===== config.mk =====
export PLATFORM = sky130hd
export DESIGN_NAME = mdio_master
export DESIGN_NICKNAME = d
export VERILOG_FILES = /design/src/rtl/mdio_pkg.sv /design/src/rtl/mdio_div_sel.sv /design/src/rtl/mdio_edge_timer.sv /design/src/rtl/mdio_frame_engine.sv /design/src/rtl/mdio_master.sv
export SDC_FILE = /design/constraint.sdc
export NUM_CORES = 1
export LEC_CHECK = 0
export BUFFER_PORTS_ARGS = -buffer_cell sky130_fd_sc_hd__buf_2
export CAP_MARGIN = 40
export CORE_ASPECT_RATIO = 0.5
export CORE_MARGIN = 3
export CORE_UTILIZATION = 47
export CTS_CLUSTER_DIAMETER = 60
export DETAILED_ROUTE_END_ITERATION = 16
export PLACE_DENSITY = 0.66
export SYNTH_ARGS = -nofsm -noshare
export SYNTH_HDL_FRONTEND = slang
export SYNTH_SLANG_ARGS = --single-unit

===== constraint.sdc =====
create_clock -name clk -period 3.05 [get_ports clk]
set_input_delay 0 -clock clk [delete_from_list [all_inputs] [get_ports clk]]
set_output_delay 0 -clock clk [all_outputs]
set_load 0.03 [all_outputs]

===== src/rtl/mdio_pkg.sv =====
package mdio_pkg;
  localparam int FRAME_BITS = 64;
  localparam int TA_BIT     = 46;
  localparam int DATA_BIT   = 48;
  localparam int BIT_W      = $clog2(FRAME_BITS);

  // half-period in system cycles for a range code, smallest ratio 2**min_log2
  function automatic int unsigned half_cycles(input logic [1:0] code, input int min_log2);
    return 32'(1) << (min_log2 - 1 + int'(code));
  endfunction
endpackage


===== src/rtl/mdio_div_sel.sv =====
module mdio_div_sel #(
  parameter int MIN_LOG2 = 3,
  parameter int HALF_W   = 6
) (
  input  logic [1:0]        clk_range,
  output logic [HALF_W-1:0] half
);
  always_comb half = HALF_W'(mdio_pkg::half_cycles(clk_range, MIN_LOG2));
endmodule


===== src/rtl/mdio_edge_timer.sv =====
module mdio_edge_timer #(
  parameter int HALF_W = 6
) (
  input  logic              clk,
  input  logic              rst,
  input  logic              run,
  input  logic [HALF_W-1:0] half,
  output logic              mdc,
  output logic              rise,
  output logic              fall
);
  logic [HALF_W-1:0] cnt;
  logic              wrap;

  assign wrap = run && (cnt == half - HALF_W'(1));
  assign rise = wrap && !mdc;
  assign fall = wrap && mdc;

  always_ff @(posedge clk) begin
    if (rst || !run) begin
      cnt <= '0;
      mdc <= 1'b0;
    end else if (wrap) begin
      cnt <= '0;
      mdc <= ~mdc;
    end else begin
      cnt <= cnt + HALF_W'(1);
    end
  end
endmodule


===== src/rtl/mdio_frame_engine.sv =====
module mdio_frame_engine
  import mdio_pkg::*;
#(
  parameter int HALF_W = 6
) (
  input  logic              clk,
  input  logic              rst,
  input  logic              port_en,
  input  logic              req,
  input  logic              rd_nwr,
  input  logic [4:0]        phy_addr,
  input  logic [4:0]        reg_addr,
  input  logic [15:0]       wr_data,
  input  logic [HALF_W-1:0] half_in,
  input  logic              rise,
  input  logic              fall,
  input  logic              mdio_i,
  output logic [HALF_W-1:0] half_q,
  output logic              busy,
  output logic              mdio_o,
  output logic              mdio_oe,
  output logic [15:0]       rd_data
);
  logic [FRAME_BITS-1:0] shreg;
  logic [FRAME_BITS-1:0] frame;
  logic [BIT_W-1:0]      bit_cnt;
  logic [BIT_W-1:0]      bit_nxt;
  logic                  is_rd;
  logic [15:0]           cap;
  logic                  accept;

  assign accept  = req && port_en && !busy;
  assign bit_nxt = bit_cnt + BIT_W'(1);

  always_comb begin
    frame = {{32{1'b1}}, 2'b01, (rd_nwr ? 2'b10 : 2'b01), phy_addr, reg_addr,
             2'b10, (rd_nwr ? 16'h0000 : wr_data)};
  end

  always_ff @(posedge clk) begin
    if (rst) begin
      busy    <= 1'b0;
      bit_cnt <= '0;
      shreg   <= '0;
      is_rd   <= 1'b0;
      cap     <= '0;
      rd_data <= '0;
      mdio_o  <= 1'b0;
      mdio_oe <= 1'b0;
      half_q  <= '0;
    end else if (accept) begin
      busy    <= 1'b1;
      bit_cnt <= '0;
      shreg   <= frame;
      is_rd   <= rd_nwr;
      mdio_o  <= frame[FRAME_BITS-1];
      mdio_oe <= 1'b1;
      half_q  <= half_in;
    end else if (busy) begin
      if (rise && is_rd && bit_cnt >= BIT_W'(DATA_BIT))
        cap <= {cap[14:0], mdio_i};
      if (fall) begin
        if (bit_cnt == BIT_W'(FRAME_BITS - 1)) begin
          busy    <= 1'b0;
          mdio_oe <= 1'b0;
          if (is_rd) rd_data <= cap;
        end else begin
          bit_cnt <= bit_nxt;
          shreg   <= shreg << 1;
          mdio_o  <= shreg[FRAME_BITS-2];
          mdio_oe <= !(is_rd && bit_nxt >= BIT_W'(TA_BIT));
        end
      end
    end
  end
endmodule


===== src/rtl/mdio_master.sv =====
module mdio_master #(
  parameter int MIN_LOG2 = 3,
  parameter int HALF_W   = MIN_LOG2 + 3
) (
  input  logic        clk,
  input  logic        rst,
  input  logic        port_en,
  input  logic [1:0]  clk_range,
  input  logic        req,
  input  logic        rd_nwr,
  input  logic [4:0]  phy_addr,
  input  logic [4:0]  reg_addr,
  input  logic [15:0] wr_data,
  input  logic        mdio_i,
  output logic [15:0] rd_data,
  output logic        idle,
  output logic        mdc,
  output logic        mdio_o,
  output logic        mdio_oe
);
  logic [HALF_W-1:0] half_sel;
  logic [HALF_W-1:0] half_q;
  logic              busy;
  logic              rise;
  logic              fall;

  mdio_div_sel #(.MIN_LOG2(MIN_LOG2), .HALF_W(HALF_W)) u_div (
    .clk_range(clk_range), .half(half_sel)
  );

  mdio_edge_timer #(.HALF_W(HALF_W)) u_tmr (
    .clk(clk), .rst(rst), .run(busy), .half(half_q),
    .mdc(mdc), .rise(rise), .fall(fall)
  );

  mdio_frame_engine #(.HALF_W(HALF_W)) u_eng (
    .clk(clk), .rst(rst), .port_en(port_en), .req(req), .rd_nwr(rd_nwr),
    .phy_addr(phy_addr), .reg_addr(reg_addr), .wr_data(wr_data),
    .half_in(half_sel), .rise(rise), .fall(fall), .mdio_i(mdio_i),
    .half_q(half_q), .busy(busy), .mdio_o(mdio_o), .mdio_oe(mdio_oe),
    .rd_data(rd_data)
  );

  assign idle = !busy;
endmodule


Word level (Yosys, flattened, before mapping) --
Cells that the tools add are included.
Word-level totals: bits in registers 118
Operators by class: add/subtract/negate cells 4, order comparisons 2, equality and inequality tests 3, shift-type cells 1, mux-type cells 18, bitwise operators 3, reduce and logical (&&, ||, !) cells 21
Operator list (count):
- $mux 63 | 4
- $shl 1x32->6 const A | 1
- $mux 16 | 1
- $add 6x1->6 const B | 2
- $ge 6x6->1 const B | 2
- $mux 1 | 12
- $reduce_and 3->1 | 3
- $logic_and 1x1->1 | 8
- $eq 6x6->1 | 1
- $eq 6x6->1 const B | 1
- $sub 6x1->6 const B | 1
- $reduce_and 5->1 | 1
- $reduce_bool 2->1 | 2
- $reduce_or 2->1 | 2
- $add 2x2->3 const A | 1
- $logic_not 1->1 | 3
- $not 1->1 | 3
- $mux 2 | 1
- $ne 2x1->1 const B | 1
- $reduce_and 2->1 | 1
- $logic_or 1x1->1 | 1

Longest topological paths before layout --
word-level depth 8, depth in mapped cells 11, gate-level depth less buffers 8

By module --
A second synthesis with hierarchy kept.
Unflattened totals: cells, all modules 607, area, all modules 4872.2 um^2
By module, submodules not included:
- mdio_frame_engine | instances 1, cells an instance 547, area an instance 4362.9 um^2, sequential area each 2222.1 um^2
- mdio_edge_timer | instances 1, cells an instance 52, area an instance 460.4 um^2, sequential area each 140.1 um^2
- mdio_div_sel | instances 1, cells an instance 7, area an instance 45.0 um^2, sequential area each 0.0 um^2
- mdio_master | instances 1, cells an instance 1, area an instance 3.8 um^2, sequential area each 0.0 um^2

Worst setup path after synthesis --
OpenSTA, ideal clock, no wires.
path kind register to register, start reg u_eng.half_q[0], end reg u_eng.shreg[28], setup time 122 ps, arrival 1904 ps, data required time 2928 ps, setup slack 1024 ps, stages on the path, launching flop included 10, buffers on the path 2, period minus slack after synthesis 2026 ps, cells stage by stage dfxtp_1 -> inv_1 -> ha_1 -> and3_1 -> o221ai_2 -> a21boi_4 -> and4_1 -> buf_4 -> buf_12 -> a311o_1
On the way: word-level cells in the longest chain between the ends 6
RTL lines:
- from (decl) | RTL line mdio_frame_engine.sv:18 | output logic [HALF_W-1:0] half_q,
- from (signal assigned) | RTL line mdio_frame_engine.sv:58 | half_q <= half_in;
- $sub 6x1->6 | RTL line mdio_edge_timer.sv:15 | assign wrap = run && (cnt == half - HALF_W'(1));
- $eq 6x6->1 | RTL line mdio_edge_timer.sv:15
- $logic_and 1x1->1 | RTL line mdio_edge_timer.sv:15
- $logic_and 1x1->1 | RTL line mdio_edge_timer.sv:17 | assign fall = wrap && mdc;
- $reduce_bool 2->1 (no line)
- $reduce_and 3->1 (no line)
- to (signal assigned) | RTL line mdio_frame_engine.sv:54 | shreg <= frame;
- to (signal assigned) | RTL line mdio_frame_engine.sv:69 | shreg <= shreg << 1;
- to (decl) | RTL line mdio_frame_engine.sv:24 | logic [FRAME_BITS-1:0] shreg;
Every way passes these cells. A chain may end at the register's enable or synchronous reset.

Final worst setup path --
start reg u_eng.half_q[0], end reg u_eng.shreg[0]
The elaborated chain is that of the path after synthesis.

==> results.json <==
{
  "detailroute.via_count": 4149,
  "yosysWarningCount": 0,
  "postCtsHoldBufs": 36,
  "grt_use_total_pct": 19.4,
  "yosysSeqAreaShare_pct": 48.5,
  "outcome": "finished clean",
  "i_o_pin_count": 54,
  "async_set_reset_flop_share_out_of_synthesis_pct": 0,
  "prevailing_post_synth_register_cell": "sky130_fd_sc_hd__dfxtp_1",
  "path_delay_family": "compound AO/OA/AOI/OAI gates",
  "drive_above_1_share_pct": 16.4,
  "hold_path.class": "input port to flip-flop",
  "synth_top_area_share_pct": 48.5,
  "drt-vias-per-instance": 5.35,
  "holdCritStartpoint": "req",
  "global_route.overflow_total": 0,
  "synthesis.instances": 554,
  "pin_count_of_the_biggest_net_entering_global_routing": 69,
  "antenna_cells": 0,
  "p_total_mw": 4.03,
  "critical_path_arrival_ns": 2.71,
  "syn_to_final_growth_pct": 26.5,
  "max_slew_margin_pct": 51.1,
  "final.period_utilization_pct": 79.6,
  "die_w_um": 150,
  "tritoncts": "yes",
  "htree_num_levels": 4,
  "detail_route.iter0.violations": 303,
  "setup.reg_to_reg.worst_slack_ns": 0.62,
  "ff2ff_path_depth": 9,
  "worst_r2r_startpoint": "u_eng.half_q[0]",
  "postSynthNetCount": 592,
  "synthDistinctLibCells": 49,
  "worstPathCellList": "inv_1 -> ha_1 -> o21bai_1 -> o221ai_2 -> a21boi_4 -> nand4_1 -> buf_4 -> a32oi_1 -> nor2_1",
  "post-route-drc-count": 0,
  "post-route-min-period_ns": 2.43,
  "floorplan.rows": 25,
  "number_of_enable_type_register_cells_in_the_synthesized_netlist": 0,
  "ant_nets": 0,
  "fin_skew_ns": 0.00765,
  "setup_crit_start_kind": "flip-flop",
  "finalSetupViolCount": 0,
  "total_leakage_power_nw": 2.41,
  "grt_setup_unrepaired": "false",
  "vias_in_the_first_global_route": 3960,
  "cp_num_cells": 9,
  "layout.cells.most_common": "sky130_fd_sc_hd__dfxtp_1",
  "critical-path-max-stage-delay_ns": 0.38,
  "path_clk_slew_ns": 0.06,
  "final-hold-violation-count": 0,
  "antenna_found_initial": 0,
  "synth_area_leaders": "sky130_fd_sc_hd__dfxtp_1 (49%), sky130_fd_sc_hd__nand3_1 (7.4%), sky130_fd_sc_hd__mux2i_1 (6.8%), sky130_fd_sc_hd__nand2_1 (6.3%), sky130_fd_sc_hd__a31oi_1 (5.9%)",
  "final.hold.worst_slack_ns": 0.0198,
  "die_area_mm2": 0.0117,
  "synthesis.area_per_instance_um2": 8.79,
  "setup_tns_ns": 0,
  "ir_drop_mv": 0.425,
  "clk_latency_ns": 0.41,
  "drv_cap": 0,
  "cts_buffer_depth": 2,
  "drt_first_pass_iters": 4,
  "yosys.area.top_type": "sky130_fd_sc_hd__dfxtp_1",
  "critPathKind": "flip-flop to flip-flop",
  "post_synth_instance_area_mm2": 0.00487,
  "cp_max_fo": 34,
  "critPathCaptureType": "flip-flop",
  "synth.ff_latch_count": 118,
  "cts_post_setup_buffers_inserted": 0,
  "critPathBufInv": 2,
  "drv_slew": 0,
  "detailedPlacementHpwl_um": 6130,
  "drt_wl_total_um": 10900,
  "wire_per_inst_um": 14.0,
  "tritoncts_num_sinks": 118,
  "cts_repair_resize_count": 0,
  "gp_routability_congestion": 0.787,
  "core_region_area_mm2": 0.00976,
  "worst_hold_path_cell_count": 4,
  "die_h_um": 78.0,
  "power_density_mw_per_mm2": 654,
  "nNetsFinal": 665,
  "start_util_pct": 49.9,
  "cts-buffers-inserted": 17,
  "crit_start": "u_eng.half_q[0]",
  "cts.root.buffer_cell": "sky130_fd_sc_hd__clkbuf_16",
  "clock.fmax_mhz": 412,
  "required_ns": 3.33,
  "timing.critical_path.slowest_stage_cell": "sky130_fd_sc_hd__buf_4",
  "grt_first_pass_wirelength_um": 18300,
  "layout_common_cells": "sky130_fd_sc_hd__dfxtp_1 (118), sky130_fd_sc_hd__nand2_1 (82), sky130_fd_sc_hd__nand3_1 (72), sky130_fd_sc_hd__nor2_1 (54), sky130_fd_sc_hd__buf_2 (53)",
  "least_margin_pin_slew_ns": 0.732,
  "count_of_buffers_inserted_at_the_top_level_ports": 53
}
## logic make-up (layout without fill, tap and decap cells)
group | count (synthesis) | in the layout | share of synthesized area (%)
AND/OR/NAND/NOR | 235 | 235 | 21.9
flip-flops | 118 | 118 | 48.5
AO/OA/AOI/OAI | 99 | 99 | 13.5
buffers and inverters | 51 | 137 | 5.65
multiplexers | 33 | 33 | 6.78
XOR/XNOR | 14 | 14 | 2.67
adder cells (fa/ha/maj) | 4 | 4 | 1.03
## worst reg2reg max path, stage by stage (launching register included)
cell and delay [ns]:
sky130_fd_sc_hd__dfxtp_1 0.36, sky130_fd_sc_hd__inv_1 0.07, sky130_fd_sc_hd__ha_1 0.26, sky130_fd_sc_hd__o21bai_1 0.22
sky130_fd_sc_hd__o221ai_2 0.15, sky130_fd_sc_hd__a21boi_4 0.23, sky130_fd_sc_hd__nand4_1 0.34, sky130_fd_sc_hd__buf_4 0.38
sky130_fd_sc_hd__a32oi_1 0.24, sky130_fd_sc_hd__nor2_1 0.05
## Yosys cell counts, types with 6 or more instances
master                     instances
sky130_fd_sc_hd__a21oi_1          24
sky130_fd_sc_hd__a22oi_1          10
sky130_fd_sc_hd__a31oi_1          46
sky130_fd_sc_hd__and3_1            6
sky130_fd_sc_hd__buf_2             6
sky130_fd_sc_hd__buf_4             8
sky130_fd_sc_hd__clkbuf_1         26
sky130_fd_sc_hd__dfxtp_1         118
sky130_fd_sc_hd__mux2i_1          33
sky130_fd_sc_hd__nand2_1          82
sky130_fd_sc_hd__nand3_1          72
sky130_fd_sc_hd__nor2_1           54
sky130_fd_sc_hd__xor2_1            8
## state kept, by name, summed over array words and instances (netlist names)
register / flops
u_eng.bit_cnt: 6
u_eng.is_rd: 1
u_eng.shreg: 63
u_tmr.cnt: 6
u_eng.cap: 16
u_eng.busy: 1
u_eng.mdio_oe: 1
u_eng.mdio_o: 1
u_eng.rd_data: 16
u_eng.half_q: 6
u_tmr.mdc: 1
## final cells by class
type	instances	area, um2
Clock buffer	18	439
Clock inverter	14	223
Fill cell	816	3600
Inverter	6	22.5
Multi-Input combinational cell	385	2230
Sequential cell	118	2360
Tap cell	135	169
Timing Repair Buffer	99	713
## per-stage QoR
| step | util (%) | instances | setup WS (ns) | area [um2] |
|---|---|---|---|---|
| floorplan | - | 554 | 1.02 | 4870 |
| global placement | 52.7 | 707 | 0.727 | 5140 |
| detailed placement | 52.7 | 707 | 0.641 | 5140 |
| CTS | 63.1 | 775 | 0.623 | 6160 |
| global route | 63.1 | 775 | 0.400 | 6160 |
| finish | 63.1 | 775 | 0.621 | 6160 |
## worst paths after layout
| kind | endpoint |
|---|---|
| hold reg to reg | u_eng.shreg[31] |
| setup / recovery | u_eng.shreg[0] |
| hold / removal | u_eng.is_rd |
| setup reg to reg | u_eng.shreg[0] |
## metal layers
layer  global-route usage, %  vias to the layer above  routed length, um  part of all wire, %
li1                        -                     2088                  -                    -
met1                    24.8                     1963               5170                   48
met2                    30.7                       77               5070                   47
met3                    5.08                       21                426                  3.9
met4                    8.76                        0                201                  1.9
met5                       0                        -                  0                    0
## power breakdown
group	internal, mW	leakage [nW]	total, mW	switching, mW
registers	1.59	0.960	1.62	0.0279
logic	0.0888	1.13	0.202	0.114
clock network	1.48	0.317	2.21	0.729
Note: power is estimated with default switching activity, not from simulation.
